==> src/rtl/frt_pkg.sv <==
package frt_pkg;
  localparam int unsigned DataW   = 8;
  localparam int unsigned AddrW   = 3;
  localparam int unsigned NumFlag = 4;
  localparam int unsigned FlagLo  = 1;  // flags occupy status bits [FlagLo+NumFlag-1:FlagLo]

  typedef enum logic [AddrW-1:0] {
    ADDR_STAT   = 3'd0,
    ADDR_CNT_HI = 3'd1,
    ADDR_CNT_LO = 3'd2,
    ADDR_CPA_HI = 3'd3,
    ADDR_CPA_LO = 3'd4,
    ADDR_CPB_HI = 3'd5,
    ADDR_CPB_LO = 3'd6
  } frt_addr_e;

  // index into the flag vector (bit = FlagLo + index)
  localparam int unsigned FL_OVF = 0;
  localparam int unsigned FL_CPB = 1;
  localparam int unsigned FL_CPA = 2;
  localparam int unsigned FL_CAP = 3;
endpackage

==> src/rtl/frt_counter.sv <==
module frt_counter #(
  parameter int unsigned DataW = 8,
  localparam int unsigned CntW = 2 * DataW
) (
  input  logic             clk_i,
  input  logic             rst_ni,
  input  logic             en_i,
  input  logic             wr_hi_i,
  input  logic             wr_lo_i,
  input  logic [DataW-1:0] wdata_i,
  output logic [CntW-1:0]  cnt_o,
  output logic [CntW-1:0]  nxt_o,
  output logic             inc_o,
  output logic             wrap_o
);
  logic [CntW-1:0] cnt_q, cnt_d;
  logic            sw_wr;

  assign sw_wr  = wr_hi_i | wr_lo_i;
  assign inc_o  = en_i & ~sw_wr;
  assign nxt_o  = cnt_q + CntW'(1);
  assign wrap_o = inc_o & (&cnt_q);

  always_comb begin
    cnt_d = cnt_q;
    if (wr_hi_i)    cnt_d[CntW-1:DataW] = wdata_i;
    if (wr_lo_i)    cnt_d[DataW-1:0]    = wdata_i;
    if (inc_o)      cnt_d               = nxt_o;
  end

  always_ff @(posedge clk_i or negedge rst_ni) begin
    if (!rst_ni) cnt_q <= '0;
    else         cnt_q <= cnt_d;
  end

  assign cnt_o = cnt_q;

  assert_count_step_R2: assert property (@(posedge clk_i) disable iff (!rst_ni)
    (en_i && !wr_hi_i && !wr_lo_i) |=> (cnt_q == $past(cnt_q) + CntW'(1)));
  assert_count_hold_R2: assert property (@(posedge clk_i) disable iff (!rst_ni)
    (!en_i && !wr_hi_i && !wr_lo_i) |=> $stable(cnt_q));
endmodule

==> src/rtl/frt_cmp_reg.sv <==
module frt_cmp_reg #(
  parameter int unsigned DataW = 8,
  localparam int unsigned CntW = 2 * DataW
) (
  input  logic             clk_i,
  input  logic             rst_ni,
  input  logic             wr_hi_i,
  input  logic             wr_lo_i,
  input  logic [DataW-1:0] wdata_i,
  input  logic             inc_i,
  input  logic [CntW-1:0]  nxt_i,
  output logic [CntW-1:0]  cmp_o,
  output logic             match_o
);
  logic [CntW-1:0] cmp_q;

  always_ff @(posedge clk_i or negedge rst_ni) begin
    if (!rst_ni) begin
      cmp_q <= '1;
    end else begin
      if (wr_hi_i) cmp_q[CntW-1:DataW] <= wdata_i;
      if (wr_lo_i) cmp_q[DataW-1:0]    <= wdata_i;
    end
  end

  // match is judged on the incremented value only, never on a software load
  assign match_o = inc_i & (nxt_i == cmp_q);
  assign cmp_o   = cmp_q;
endmodule

==> src/rtl/frt_flag_cell.sv <==
module frt_flag_cell (
  input  logic clk_i,
  input  logic rst_ni,
  input  logic set_i,
  input  logic rd_i,
  input  logic clr_i,
  output logic flag_o
);
  logic flag_q, armed_q;

  always_ff @(posedge clk_i or negedge rst_ni) begin
    if (!rst_ni) begin
      flag_q  <= 1'b0;
      armed_q <= 1'b0;
    end else if (set_i) begin
      flag_q  <= 1'b1;
      armed_q <= 1'b0;
    end else if (clr_i && armed_q) begin
      flag_q  <= 1'b0;
      armed_q <= 1'b0;
    end else if (rd_i && flag_q) begin
      armed_q <= 1'b1;
    end
  end

  assign flag_o = flag_q;

  assert_no_sw_set_R6: assert property (@(posedge clk_i) disable iff (!rst_ni)
    (!flag_q && !set_i) |=> !flag_q);
  assert_clear_needs_read_R7: assert property (@(posedge clk_i) disable iff (!rst_ni)
    (flag_q && !armed_q && !set_i) |=> flag_q);
  assert_set_wins_R8: assert property (@(posedge clk_i) disable iff (!rst_ni)
    set_i |=> (flag_q && !armed_q));
  assert_read_arms_R7: assert property (@(posedge clk_i) disable iff (!rst_ni)
    (rd_i && flag_q && !set_i && !clr_i) |=> armed_q);
endmodule

==> src/rtl/frt_status_timer.sv <==
module frt_status_timer
  import frt_pkg::*;
(
  input  logic             clk_i,
  input  logic             rst_ni,
  input  logic             cnt_en_i,
  input  logic             cap_i,
  input  logic [AddrW-1:0] addr_i,
  input  logic             rd_i,
  input  logic             wr_i,
  input  logic [DataW-1:0] wdata_i,
  output logic [DataW-1:0] rdata_o
);
  localparam int unsigned CntW   = 2 * DataW;
  localparam int unsigned NumCmp = 2;

  logic [CntW-1:0]    cnt, nxt;
  logic               inc, wrap;
  logic [CntW-1:0]    cmp_val [NumCmp];
  logic [NumCmp-1:0]  cmp_match;
  logic [NumCmp-1:0]  cmp_wr_hi, cmp_wr_lo;
  logic [NumFlag-1:0] flag_set, flags;
  logic               stat_rd, stat_wr;

  frt_counter #(.DataW(DataW)) i_counter (
    .clk_i   (clk_i),
    .rst_ni  (rst_ni),
    .en_i    (cnt_en_i),
    .wr_hi_i (wr_i && addr_i == ADDR_CNT_HI),
    .wr_lo_i (wr_i && addr_i == ADDR_CNT_LO),
    .wdata_i (wdata_i),
    .cnt_o   (cnt),
    .nxt_o   (nxt),
    .inc_o   (inc),
    .wrap_o  (wrap)
  );

  // channel 0 = A (addr 3/4), channel 1 = B (addr 5/6)
  assign cmp_wr_hi[0] = wr_i && addr_i == ADDR_CPA_HI;
  assign cmp_wr_lo[0] = wr_i && addr_i == ADDR_CPA_LO;
  assign cmp_wr_hi[1] = wr_i && addr_i == ADDR_CPB_HI;
  assign cmp_wr_lo[1] = wr_i && addr_i == ADDR_CPB_LO;

  for (genvar c = 0; c < NumCmp; c++) begin : g_cmp
    frt_cmp_reg #(.DataW(DataW)) i_cmp (
      .clk_i   (clk_i),
      .rst_ni  (rst_ni),
      .wr_hi_i (cmp_wr_hi[c]),
      .wr_lo_i (cmp_wr_lo[c]),
      .wdata_i (wdata_i),
      .inc_i   (inc),
      .nxt_i   (nxt),
      .cmp_o   (cmp_val[c]),
      .match_o (cmp_match[c])
    );
  end

  assign flag_set[FL_OVF] = wrap;
  assign flag_set[FL_CPB] = cmp_match[1];
  assign flag_set[FL_CPA] = cmp_match[0];
  assign flag_set[FL_CAP] = cap_i;

  assign stat_rd = rd_i && addr_i == ADDR_STAT;
  assign stat_wr = wr_i && addr_i == ADDR_STAT;

  for (genvar f = 0; f < NumFlag; f++) begin : g_flag
    frt_flag_cell i_flag (
      .clk_i  (clk_i),
      .rst_ni (rst_ni),
      .set_i  (flag_set[f]),
      .rd_i   (stat_rd),
      .clr_i  (stat_wr && !wdata_i[FlagLo+f]),
      .flag_o (flags[f])
    );
  end

  always_comb begin
    rdata_o = '0;
    if (rd_i) begin
      unique case (addr_i)
        ADDR_STAT:   rdata_o[FlagLo +: NumFlag] = flags;
        ADDR_CNT_HI: rdata_o = cnt[CntW-1:DataW];
        ADDR_CNT_LO: rdata_o = cnt[DataW-1:0];
        ADDR_CPA_HI: rdata_o = cmp_val[0][CntW-1:DataW];
        ADDR_CPA_LO: rdata_o = cmp_val[0][DataW-1:0];
        ADDR_CPB_HI: rdata_o = cmp_val[1][CntW-1:DataW];
        ADDR_CPB_LO: rdata_o = cmp_val[1][DataW-1:0];
        default:     rdata_o = '0;
      endcase
    end
  end

  assert_unused_zero_R9: assert property (@(posedge clk_i) disable iff (!rst_ni)
    (rd_i && addr_i == ADDR_STAT) |-> (rdata_o[7:5] == 3'b000 && rdata_o[0] == 1'b0));
  assert_idle_rdata_R9: assert property (@(posedge clk_i) disable iff (!rst_ni)
    !rd_i |-> (rdata_o == '0));
  assert_wrap_sets_ovf_R3: assert property (@(posedge clk_i) disable iff (!rst_ni)
    (cnt_en_i && !wr_i && cnt == '1) |=> (flags[FL_OVF] && cnt == '0));
endmodule

==> config.mk <==
export PLATFORM = sky130hd
export DESIGN_NAME = frt_status_timer
export DESIGN_NICKNAME = d
export VERILOG_FILES = /design/src/rtl/frt_pkg.sv /design/src/rtl/frt_counter.sv /design/src/rtl/frt_cmp_reg.sv /design/src/rtl/frt_flag_cell.sv /design/src/rtl/frt_status_timer.sv
export SDC_FILE = /design/constraint.sdc
export NUM_CORES = 1
export LEC_CHECK = 0
export BUFFER_PORTS_ARGS = -buffer_cell sky130_fd_sc_hd__clkbuf_2
export CORE_MARGIN = 5
export CORE_UTILIZATION = 62
export DETAILED_ROUTE_END_ITERATION = 10
export GPL_TIMING_DRIVEN = 0
export HOLD_SLACK_MARGIN = 0.15
export PLACE_DENSITY_LB_ADDON = 0.1
export SYNTH_ARGS = -nofsm -noshare
export SYNTH_HDL_FRONTEND = slang
export SYNTH_SLANG_ARGS = --single-unit
==> constraint.sdc <==
create_clock -name clk_i -period 3 [get_ports clk_i]
set_clock_uncertainty 0.15 [all_clocks]
set_input_delay 0 -clock clk_i [delete_from_list [all_inputs] [get_ports clk_i]]
set_output_delay 0 -clock clk_i [all_outputs]
set_load 0.01 [all_outputs]
; Word-level counts from Yosys, hierarchy flattened
; Cells that the tools add are included.
[classes]
eq_ne = 8
bitwise_logic = 6
n_mux = 27
n_reduce_logical = 36
n_addsub = 1
[op_table]
columns = cell, n
row1 = equality test 16 bit, 2
row2 = case mux 4 bit (7 select lines), 1
row3 = 2-to-1 mux 8 bit, 3
row4 = logical AND 1 bit, 20
row5 = 2-to-1 mux 1 bit, 20
row6 = case mux 3 bit (6 select lines), 1
row7 = "adder 16 x 1 -> 16 bit, second input constant", 1
row8 = 2-to-1 mux 16 bit, 1
row9 = AND reduction 16 bit, 1
row10 = nonzero test 2 bit, 6
row11 = nonzero test 3 bit, 4
row12 = "equality test 3 bit, second input constant", 3
row13 = "equality test 3 x 2 -> 1 bit, second input constant", 2
row14 = case mux 1 bit (6 select lines), 1
row15 = AND 1 bit, 4
row16 = logical NOT 1 bit, 4
row17 = "equality test 3 x 1 -> 1 bit, second input constant", 1
row18 = logical NOT 3 bit, 1
row19 = inverter 1 bit, 1
row20 = OR 1 bit, 1
[totals]
inputBits = 17
wordCells = 92
register_bits = 56

; Logic depth before layout (Yosys ltp)
; Gate-level depths: netlist of run 1.
[logic_depth]
word_depth = 7
ltp_mapped = 8
mapped_depth_nobuf = 7

; Cells and area by module
; A second synthesis of run 1 with hierarchy kept.
[unflattened]
cells_unflattened = 369
area_unflattened_um2 = 3724.8
[by_module_without_submodules]
columns = mod, area_each_um2, n_inst, cells_per_inst, seq_area_each_um2
row1 = frt_cmp_reg, 789.5, 2, 56, 420.4
row2 = frt_counter, 1209.9, 1, 137, 400.4
row3 = frt_status_timer, 615.6, 1, 92, 0.0
row4 = frt_flag_cell, 80.1, 4, 7, 50.0

; Least setup slack after synthesis of run 1
; No wires, ideal clock.
[synth_timing]
path_kind = reg-to-reg
start = reg i_counter.cnt_q[1], in the netlist i_counter.cnt_o[1]
end = reg g_flag[1].i_flag.flag_q
stages_incl_launch_ff = 8
setup_time_ps = 66
arrival_time_ps = 2236
slack_ps = 548
path_cell_list = dfrtp_1 > ha_1 > xnor2_2 > xnor2_1 > a2111oi_0 > or4b_2 > nor4_2 > a22o_1
[synth_between]
elab_chain_len = 4
[synth_rtl]
columns = item, line_no
row1 = "start, declared", frt_counter.sv:16  ; logic [CntW-1:0] cnt_q, cnt_d;
row2 = "start signal, assigned", frt_counter.sv:33  ; else cnt_q <= cnt_d;
row3 = adder 16 x 1 -> 16 bit (*), frt_counter.sv:21  ; assign nxt_o = cnt_q + CntW'(1);
row4 = equality test 16 bit (*), frt_cmp_reg.sv:27  ; assign match_o = inc_i & (nxt_i == cmp_q);
row5 = AND 1 bit (*), frt_cmp_reg.sv:27
row6 = 2-to-1 mux 1 bit / nonzero test 2 bit (equally long branches), -
row7 = "end signal, assigned", frt_flag_cell.sv:13  ; flag_q <= 1'b0;
row8 = "end signal, assigned", frt_flag_cell.sv:16  ; flag_q <= 1'b1;
row9 = "end signal, assigned", frt_flag_cell.sv:19  ; flag_q <= 1'b0;
row10 = "end, declared", frt_flag_cell.sv:9  ; logic flag_q, armed_q;
; Mark *: on every way between the ends. The rest lies on a longest branch, timed or not.
; A chain may end at the register's enable or synchronous reset.

; Worst setup path in the final report of run 1
[layout_timing]
start = reg i_counter.cnt_q[1], in the netlist i_counter.cnt_o[1]
end = reg g_flag[2].i_flag.armed_q
[layout_between]
elab_chain_len = 4
[layout_rtl]
columns = item, line_no
row1 = adder 16 x 1 -> 16 bit (*), frt_counter.sv:21
row2 = equality test 16 bit (*), frt_cmp_reg.sv:27
row3 = AND 1 bit (*), frt_cmp_reg.sv:27
row4 = nonzero test 3 bit (no line) / 2-to-1 mux 1 bit (equally long branches), -
row5 = "end signal, assigned", frt_flag_cell.sv:14  ; armed_q <= 1'b0;
row6 = "end signal, assigned", frt_flag_cell.sv:17  ; armed_q <= 1'b0;
row7 = "end signal, assigned", frt_flag_cell.sv:20  ; armed_q <= 1'b0;
row8 = "end, declared", frt_flag_cell.sv:9
; Marks and branches as above.

==> results of run 1 <==
-- placed cells by master, fill, tap and decap left out, drive strengths merged, types with 3 or more instances in the layout --
master       count
a21oi            7
a221o            9
a31oi            8
a32oi            5
and2             3
and3             7
and4             3
buf             12
clkbuf          47
dfrtp           24
dfstp           32
dlygate4sd3     17
inv              8
mux2            32
mux2i           11
nand2           48
nand2b           3
nand3           10
nand3b           4
nand4            6
nor2            20
nor2b            7
nor3             5
nor4             6
o211ai           7
o21ai           35
o22ai            4
or3              4
xnor2           35
xor2             9
-- state kept, by name (all words and copies together), names as in the netlist --
name,cells
i_counter.cnt_o,16
g_flag.i_flag.flag_o,4
g_flag.i_flag.armed_q,4
g_cmp.i_cmp.cmp_o,32
-- through the flow --
stage                     instances  setup TNS (ns)  hold slack (ns)
after floorplan                 420               0           -0.446
after global placement          520          -0.238           0.0265
after detailed placement        520          -0.140           0.0319
after CTS                       545               0            0.164
after global routing            545               0            0.207
final                           545               0            0.130
-- kinds of logic (layout without fill, tap and decap cells) --
family          count (synthesis)  count (layout)  share of synthesized area
mux                            44              44                      0.122
flops                          56              56                      0.356
compound gates                 99              99                      0.168
simple gates                  136             136                      0.191
fa+ha+maj                       1               1                    0.00309
buf+inv                        39              87                     0.0584
xor+xnor                       45              45                      0.103
-- what timing repair did --
item                                   4_1_cts  5_1_grt
resized for setup                            2        4
hold buffers                                17        0
setup endpoints to repair                    3        3
endpoints found under the hold margin       80        0
-- worst min path at each step --
stage                               endpoint  slack (ns)  cells past startpoint
finish                    i_counter.cnt_o[2]        0.13                      2
global route        g_flag[2].i_flag.armed_q        0.21                      2
detailed placement  g_flag[3].i_flag.armed_q        0.03                      2
global placement    g_flag[3].i_flag.armed_q        0.03                      2
CTS                 g_flag[0].i_flag.armed_q        0.16                      4
floorplan           g_flag[0].i_flag.armed_q       -0.45                      0
-- worst max-delay path, cell delays in order (launching register included) --
cell	delay [ns]
dfrtp_2	0.47
ha_2	0.30
nand3_2	0.20
buf_2	0.27
nor3_4	0.30
xnor2_1	0.15
a2111oi_1	0.43
o2111ai_1	0.30
and2_1	0.25
-- final cells by class --
| cell class | count | area (um^2) |
|---|---|---|
| Fill cell | 498 | 1770 |
| Sequential cell | 56 | 1440 |
| Multi-Input combinational cell | 325 | 2400 |
| Clock buffer | 5 | 68.8 |
| Clock inverter | 3 | 42.5 |
| Tap cell | 77 | 96.3 |
| Buffer | 31 | 206 |
| Inverter | 8 | 30.0 |
| Timing Repair Buffer | 40 | 288 |
-- metal layers --
layer,up-vias,global-route usage,share of wire,routed length (um)
li1,1630,-,-,-
met1,1733,0.408,0.42,4910
met2,205,0.443,0.46,5320
met3,33,0.0375,0.083,964
met4,0,0.111,0.036,415
met5,-,0,0,0
-- power groups by stage --
stage,Clock (mW),Combinational (mW),Sequential (mW)
finish,0.503,1.39,1.18
CTS,0.510,1.35,1.17
global placement,0,1.29,1.18
global route,0.540,1.51,1.20
floorplan,0,1.03,1.12
detailed placement,0,1.31,1.19
==> results by group, run 1 <==
Run status
  – Status: complete, no violations

Pwr
  – Clock Power Share: 0.163
  – Sw Pwr: ~1.2 mW
  – Seq pwr share: 0.384
  – Total power: approximately 3.1 mW
  – Logic pwr share: 0.453
  – P_int: between 1.5 and 2 mW
  – VDD IR-drop max: about 520 uV
  – Sw Share: 0.391
  – PD cells: between 600 and 700 nW/um^2
  – Leakage: between 1.5 and 2 nW

Detailed routing
  – Drt drc: 0
  – Vias per cell: about 6.6
  – DR vias: 3601
  – DR WL/cell: between 20 and 25 um
  – First-pass DRT Iterations: 6
  – Drt total wl: ~12 mm
  – Antenna-violating nets left: 0
  – Initial detailed-routing violation count: roughly 460

Placed design
  – GPL Wtd Cong: about 1
  – Place WS: -0.134 ns
  – I/O Buffers: 23
  – HPWL after DPL: between 8 and 9 mm
  – Post-DP Area: about 4300 um^2

Global routing
  – GRT overflow: 0
  – GR Util All Layers: 0.287
  – Vias in the first global route: ~3500
  – Largest net degree at the start of global routing: 57
  – Initial antenna violation count: 0
  – First-pass GRT wire length: about 19 mm

Yosys
  – Sequential area share after synthesis: 0.356
  – Yosys reg bits: 56
  – Count leader, synth: nand2_1
  – EDFF count, synth: 0
  – Post-synth cell types: 70
  – Post-Syn Instances: 420
  – Synth area leaders: dfstp_2 (21%), dfrtp_1 (15%), mux2_2 (8.9%)
  – Avg Cell Area, Syn: ~9.6 um^2
  – Ys flop type: dfstp_2
  – Mapped Area: roughly 4100 um^2
  – Async SR Flop Fraction: 1.00
  – Top cells by count, synth: nand2_1 (48), o21ai_0 (35), xnor2_1 (34), dfstp_2 (32), mux2_2 (32)
  – Post-synth top area share: 0.208
  – Synth area leader: dfstp_2
  – Post-synthesis net count: between 400 and 500
  – Yosys warns: 0

Clock network
  – Post-CTS setup buffers: 0
  – Num CTS Buffers: 5
  – TritonCTS clock tree: yes
  – Clock transition at path regs: about 0.11 ns
  – Worst-Skew Late Latency: about 0.31 ns
  – Deepest clock path buffer count: 2
  – Clk root buf: clkbuf_8
  – H-tree depth: 2
  – Clock Sinks: 56

Setup path
  – Worst Setup Path Type: register to register
  – Critical path capture point type: register
  – WP data required: a little over 3 ns
  – CP Launch Type: register
  – Worst reg2reg path depth: 8
  – R2R Setup Slk: 0.08 ns
  – RR Endpoint: g_flag[2].i_flag.armed_q
  – Reg2Reg Launch Point: i_counter.cnt_o[1]
  – Crit path DAT: between 2 and 3 ns
  – Crit path max fanout: 10
  – Setup crit start: i_counter.cnt_o[1]
  – Critical Path End: g_flag[2].i_flag.armed_q

STA
  – Slew margin rel.: 0.340
  – Period minus WS final: 2.92 ns
  – Slew Viols, Final: 0
  – F_max: about 340 MHz
  – Final Hold Violating Endpoints: 0
  – Period utilization: 0.975
  – Final setup fails: 0
  – Slew @ Worst Pin: just under 1 ns
  – RSZ-0062 raised after global routing: false
  – PnR worst setup slack: between 0.07 and 0.08 ns

Floorplanning
  – Total Die Area: 8250 um^2
  – Io pins: 25
  – Core Region: around 6300 um^2
  – Die width: 90.8 um
  – Rows: 29
  – Initial Utilization: 0.638
  – Die Height: slightly above 90 um

Flow run
  – Max Cap Viol: 0

Cells and area
  – Final Util: 0.721
  – Post-Layout Inst Area: around 4600 um^2
  – Area growth syn-to-layout: 13.0%
  – Inserted Diodes: 0
  – Final-stage net count: a little under 500
  – Share of cells above drive strength 1: 0.276

Worst hold path
  – Hold Path Class: primary input to async pin
Power figures use the tool's default switching activity.
==> inputs of run 2 (changes only) <==
--- a/config.mk
+++ b/config.mk
@@ -5,12 +5,13 @@
 export SDC_FILE = /design/constraint.sdc
 export NUM_CORES = 1
 export LEC_CHECK = 0
+export ABC_AREA = 1
 export BUFFER_PORTS_ARGS = -buffer_cell sky130_fd_sc_hd__clkbuf_2
 export CORE_MARGIN = 5
-export CORE_UTILIZATION = 62
+export CORE_UTILIZATION = 61
 export DETAILED_ROUTE_END_ITERATION = 10
 export GPL_TIMING_DRIVEN = 0
-export HOLD_SLACK_MARGIN = 0.15
+export HOLD_SLACK_MARGIN = 0.12
 export PLACE_DENSITY_LB_ADDON = 0.1
 export SYNTH_ARGS = -nofsm -noshare
 export SYNTH_HDL_FRONTEND = slang
==> run 2 against run 1 <==
  * Register-to-register slack better by 0.58 ns
  * Largest power group is now sequential cells
  * Synthesized cell count is 23% higher
  * Flip-flop and latch count stayed put
  * Total power is 15% lower
  * Via count is 11% higher
  * Synthesized area is 10% lower
  * Count of clock-buffer cells in the layout stayed put
  * Largest cell class unchanged
  * Maximum frequency is 25% higher
  * Critical endpoint is now g_flag[1].i_flag.armed_q
==> results by group, run 2 <==
STA
  – Slew margin rel.: 0.563
  – RSZ-0062 raised after global routing: false
  – Setup_tns: 0 ns
  – Slew Viols, Final: 0
  – F_max: approximately 430 MHz
  – Period minus WS final: 2.34 ns
  – Final Hold Violating Endpoints: 0
  – Final setup fails: 0
  – PnR worst setup slack: between 0.6 and 0.7 ns
  – Worst hold margin: 0.147 ns
  – Period utilization: 0.780
  – Slew @ Worst Pin: around 0.66 ns

Placed design
  – GPL Wtd Cong: 0.983
  – Place WS: 0.751 ns
  – Dpl cells: just over 600
  – HPWL after DPL: about 9 mm
  – Post-DP Area: about 3800 um^2
  – I/O Buffers: 22

Yosys
  – Sequential area share after synthesis: 0.396
  – Post-Syn Instances: ~520
  – Synth area leader: dfstp_2
  – EDFF count, synth: 0
  – Async SR Flop Fraction: 1.00
  – Avg Cell Area, Syn: 7.06 um^2
  – Yosys warns: 0
  – Synth area leaders: dfstp_2 (23%), nand2_1 (17%), dfrtp_1 (16%)
  – Post-synth cell types: 33
  – Post-synth top area share: 0.231
  – Mapped Area: roughly 3600 um^2
  – Count leader, synth: nand2_1
  – Post-synthesis net count: between 500 and 600
  – Yosys reg bits: 56
  – Ys flop type: dfstp_2
  – Top cells by count, synth: nand2_1 (162), inv_1 (70), nand3_1 (52), o21ai_0 (40), dfstp_2 (32)

Floorplanning
  – Rows: 28
  – Die width: ~87 um
  – Io pins: 25
  – Die Height: 87.3 um
  – Total Die Area: 7610 um^2
  – Initial Utilization: 0.622
  – Core Region: 5850 um^2

Setup path
  – Worst Setup Path Type: register to register
  – Worst reg2reg path depth: 12
  – Worst-path cell chain: ha_1, nand2_1, nor2_2, nand3_1, inv_1, nand2_1, nand3_1, nand3_1, nor2_1, nand3_1, nand2_1, inv_1
  – Slowest cell on the critical path: dfrtp_1
  – CP bufs+invs: 2
  – WP data required: roughly 3.1 ns
  – Crit. path cell count: 12
  – Reg2Reg Launch Point: i_counter.cnt_o[0]
  – Crit path largest cell delay: 0.50 ns
  – R2R Setup Slk: 0.66 ns
  – CP dominant cell by count: nand3_1
  – Crit path max fanout: 6
  – CP Launch Type: register
  – Critical path capture point type: register
  – Crit path DAT: ~2.4 ns
  – Top cell family by delay on the critical path: simple AND/OR/NAND/NOR gates
  – RR Endpoint: g_flag[1].i_flag.armed_q

Cells and area
  – Multi-input logic area: roughly 1900 um^2
  – Share of cells above drive strength 1: 0.144
  – Most common cell after layout, fill and taps aside: nand2_1
  – Final-stage net count: 580
  – Post-Layout Inst Area: between 4000 and 5000 um^2
  – Max reg flops: 32
  – Filler cell count in the final layout: 490
  – Inserted Diodes: 0
  – Reg area: between 1000 and 1500 um^2
  – Final Util: 0.708
  – Finished Layout Cells: 638
  – Most frequent cells in the layout: nand2_1 (162), inv_1 (70), nand3_1 (52)
  – Area growth syn-to-layout: 13.7%

Detailed routing
  – Routed wl met3: roughly 1.3 mm
  – Drt drc: 0
  – DR vias: roughly 4000
  – Routed length on met1: slightly below 5 mm
  – Vias per cell: between 6 and 7
  – Drt total wl: between 10 and 15 mm
  – Initial detailed-routing violation count: around 540
  – DR WL/cell: ~19 um
  – Max layer used: met4
  – Routed wl met2: 5.50 mm
  – Antenna-violating nets left: 0
  – First-pass DRT Iterations: 5

Worst hold path
  – Hold Path Stages: 5
  – Min-delay src: addr_i[1]
  – Worst hold endpoint: i_counter.cnt_o[0]
  – Hold Path Class: primary input to register

Pwr
  – PD cells: about 630 nW/um^2
  – VDD IR-drop max: about 390 uV
  – Leakage: 1.99 nW
  – Total power: 2.62 mW

Clock network
  – Deepest clock path buffer count: 2
  – TritonCTS clock tree: yes
  – H-tree depth: 2
  – Post_cts resized: 0
  – Num CTS Buffers: 5
  – Clock Sinks: 56
  – Clk root buf: clkbuf_8
  – Worst-Skew Late Latency: between 0.3 and 0.4 ns
  – Clock transition at path regs: between 0.1 and 0.15 ns

Global routing
  – First-pass GRT wire length: 18.9 mm
  – Vias in the first global route: around 3700
  – GR Util All Layers: 0.332
  – Largest net degree at the start of global routing: 57
  – GRT overflow: 0
  – Initial antenna violation count: 0

Run status
  – Status: complete, no violations

Flow run
  – Max Cap Viol: 0
[run 2: changes by cell type after synthesis, sizes merged, moves of 11 or more]
cell    change
nand3      +44
xnor2      -33
nand2     +117
mux2       -32
nor2       +16
clkbuf     -15
inv        +63
mux2i      -11
[run 2: worst register-to-register path: cells and delay by family (launching register included)]
family                   cells  cell delay [ns]
AND/OR/NAND/NOR              9             1.19
flip-flops                   1             0.50
adder cells (fa/ha/maj)      1             0.24
buffers and inverters        2             0.18
[run 2: per-layer routing]
metal | GRT usage | vias up
met3 | 0.0587 | 55
met5 | 0 | -
li1 | - | 1809
met1 | 0.446 | 1874
met4 | 0.145 | 0
met2 | 0.523 | 276
[run 2: cell families after synthesis]
logic type / synth area share
simple gates: 0.328
buf+inv: 0.0859
flops: 0.396
fa+ha+maj: 0.00344
compound gates: 0.162
xor+xnor: 0.0244
[run 2: what timing repair did]
action,4_1_cts,5_1_grt
hold endpoints to repair,80,12
buffers inserted,0,0
hold buffers,15,1
[run 2: final cells by class]
cell class | count | share of cell area
Tap cell | 75 | 0.0227
Sequential cell | 56 | 0.348
Multi-Input combinational cell | 378 | 0.456
Timing Repair Buffer | 39 | 0.0701
Clock inverter | 3 | 0.0115
Buffer | 9 | 0.00937
Inverter | 73 | 0.0662
Clock buffer | 5 | 0.0166
[run 2: power by group]
part           switching (mW)  total (mW)  internal (mW)
Combinational           0.582       0.920          0.338
Clock                   0.277       0.529          0.252
Sequential              0.199        1.17          0.975
Total                    1.06        2.62           1.57
[run 2: worst max path at each step]
| stage | start | end | slack [ns] |
|---|---|---|---|
| 2_1_floorplan | i_counter.cnt_o[0] | g_flag[1].i_flag.armed_q | 1.16 |
| 3_3_place_gp | i_counter.cnt_o[0] | g_flag[1].i_flag.armed_q | 0.75 |
| 3_5_place_dp | i_counter.cnt_o[0] | g_flag[1].i_flag.armed_q | 0.75 |
| 4_1_cts | i_counter.cnt_o[0] | g_flag[1].i_flag.armed_q | 0.72 |
| 5_1_grt | i_counter.cnt_o[0] | g_flag[1].i_flag.armed_q | 0.51 |
| 6_report | i_counter.cnt_o[0] | g_flag[1].i_flag.armed_q | 0.66 |
==> inputs of run 3 (changes only) <==
--- a/config.mk
+++ b/config.mk
@@ -5,10 +5,10 @@
 export SDC_FILE = /design/constraint.sdc
 export NUM_CORES = 1
 export LEC_CHECK = 0
-export ABC_AREA = 1
+export ABC_AREA = 0
 export BUFFER_PORTS_ARGS = -buffer_cell sky130_fd_sc_hd__clkbuf_2
 export CORE_MARGIN = 5
-export CORE_UTILIZATION = 61
+export CORE_UTILIZATION = 62
 export DETAILED_ROUTE_END_ITERATION = 10
 export GPL_TIMING_DRIVEN = 0
 export HOLD_SLACK_MARGIN = 0.12
==> constraint.sdc (replaced) <==
create_clock -name clk_i -period 2.22 [get_ports clk_i]
set_clock_uncertainty 0.15 [all_clocks]
set_input_delay 0 -clock clk_i [delete_from_list [all_inputs] [get_ports clk_i]]
set_output_delay 0 -clock clk_i [all_outputs]
set_load 0.01 [all_outputs]
==> run 3 against run 2 <==
  * The flow now finishes with violations (setup timing)
  * Die area up 8.4%
  * Critical path type unchanged
  * Wire length grew 4.1%
  * Critical endpoint is now g_flag[1].i_flag.flag_o
  * Non-clock buffer count grew 40
  * Largest cell class unchanged
  * Via count shrank 5.4%
  * Combinational power increased by 140%
  * Cell area increased by 19%
  * Largest power group is now combinational cells
  * Hold slack worse by 0.087 ns
  * Maximum frequency down 7.4%
  * Flip-flop and latch count stayed put
==> results by group, run 3 (synthesis results as in run 1) <==
Run status
  – Status: finished, violations left
  – Failing checks: setup timing

Setup path
  – CP bufs+invs: 0
  – R2R Setup Slk: -0.31 ns
  – Crit path largest cell delay: roughly 0.53 ns
  – Crit path max fanout: 7
  – WP data required: 2.34 ns
  – CP Launch Type: register
  – Crit path DAT: 2.64 ns
  – Setup crit start: i_counter.cnt_o[1]
  – Worst reg2reg path depth: 7
  – Worst Setup Path Type: register to register
  – RR Endpoint: g_flag[1].i_flag.flag_o
  – Top cell family by delay on the critical path: simple AND/OR/NAND/NOR gates
  – Critical path capture point type: register
  – Reg2Reg Launch Point: i_counter.cnt_o[1]
  – Worst-path cell chain: ha_4, nand3_4, a21oi_1, a2111oi_2, or4b_4, nor4_4, a22o_1
  – Slowest cell on the critical path: or4b_4

Floorplanning
  – Io pins: 25
  – Rows: 29
  – Initial Utilization: 0.638
  – Die width: 90.8 um
  – Die Height: ~91 um
  – Core Region: 6350 um^2
  – Total Die Area: between 8000 and 9000 um^2

Cells and area
  – Most common cell after layout, fill and taps aside: nand2_1
  – Post-Layout Inst Area: between 4000 and 5000 um^2
  – Max reg flops: 32
  – Final-stage net count: around 500
  – Inserted Diodes: 0
  – Finished Layout Cells: between 500 and 600
  – Most frequent cells in the layout: nand2_1 (48), o21ai_0 (34), mux2_2 (32), dfstp_2 (32), xnor2_1 (31)
  – Share of cells above drive strength 1: 0.348
  – Final Util: 0.775
  – Area growth syn-to-layout: 21.4%

Clock network
  – Clock Sinks: 56
  – Num CTS Buffers: 5
  – Deepest clock path buffer count: 2
  – H-tree depth: 2
  – Worst-Skew Late Latency: roughly 0.32 ns
  – Clock transition at path regs: about 0.11 ns
  – Clk root buf: clkbuf_8
  – TritonCTS clock tree: yes

Placed design
  – Dpl cells: 520
  – HPWL after DPL: approximately 8.5 mm
  – Post-DP Area: 4310 um^2
  – Place WS: -0.673 ns
  – I/O Buffers: 23
  – GPL Wtd Cong: 0.961

STA
  – F_max: around 400 MHz
  – Period utilization: 1.14
  – Slew @ Worst Pin: around 0.88 ns
  – Period minus WS final: between 2 and 3 ns
  – Worst hold margin: between 0.06 and 0.07 ns
  – Slew margin rel.: 0.414
  – Final Hold Violating Endpoints: 0
  – RSZ-0062 raised after global routing: true
  – Final setup fails: 4
  – PnR worst setup slack: -0.307 ns
  – Setup_tns: -0.839 ns
  – Slew Viols, Final: 0

Detailed routing
  – Vias per cell: approximately 6.8
  – DR WL/cell: 22.5 um
  – Initial detailed-routing violation count: a little under 500
  – Drt drc: 0
  – DR vias: roughly 3800
  – Drt total wl: 12.7 mm
  – First-pass DRT Iterations: 7
  – Antenna-violating nets left: 0

Pwr
  – Leakage: a little under 2 nW
  – VDD IR-drop max: roughly 700 uV
  – Total power: around 4.5 mW
  – PD cells: around 900 nW/um^2

Global routing
  – Vias in the first global route: roughly 3700
  – First-pass GRT wire length: between 15 and 20 mm
  – GR Util All Layers: 0.303
  – GRT overflow: 0
  – Largest net degree at the start of global routing: 57
  – Initial antenna violation count: 0

Worst hold path
  – Hold Path Class: primary input to async pin

Flow run
  – Max Cap Viol: 0
run 3: worst max path at each step:
stage | to | slack, ns | depth (start not counted)
floorplan | g_flag[1].i_flag.flag_o | -0.06 | 8
global placement | g_flag[2].i_flag.armed_q | -0.83 | 8
detailed placement | g_flag[2].i_flag.armed_q | -0.67 | 8
CTS | g_flag[1].i_flag.flag_o | -0.28 | 8
global route | g_flag[1].i_flag.flag_o | -0.35 | 7
finish | g_flag[1].i_flag.flag_o | -0.31 | 7
run 3: worst register-to-register path: cells and delay by family, from the launching register on:
kind,cells,cell delay (ns)
DFF,1,0.47
adders and majority gates,1,0.21
AOI/OAI and AO/OA,3,0.67
and+or+nand+nor,3,0.98
run 3: layout make-up:
type | instances | area [um^2]
repair buffers | 60 | 465
well taps | 77 | 96.3
fillers | 443 | 1430
plain buffers | 28 | 206
clock buffers | 5 | 68.8
flip-flops and latches | 56 | 1450
inverters | 8 | 30.0
multi-input cells | 325 | 2560
clock inverters | 3 | 42.5
run 3: report_power, final:
group / switching (mW) / leakage, nW / internal (mW)
clock network: 0.356 / 0.0541 / 0.335
logic: 1.17 / 1.25 / 1.02
registers: 0.286 / 0.639 / 1.34
run 3: timing repair:
action | in CTS | in global routing
hold buffers | 15 | 1
pin swaps | 12 | 12
resized for setup | 18 | 18
hold endpoints to repair | 80 | 1
setup buffers | 12 | 9
setup endpoints to repair | 4 | 5
run 3: layer usage:
layer	routed length, um	vias up	track usage
met1	5190	1819	0.425
met2	5860	261	0.473
met4	446	0	0.109
met5	0	-	0
li1	-	1672	-
met3	1150	46	0.0483
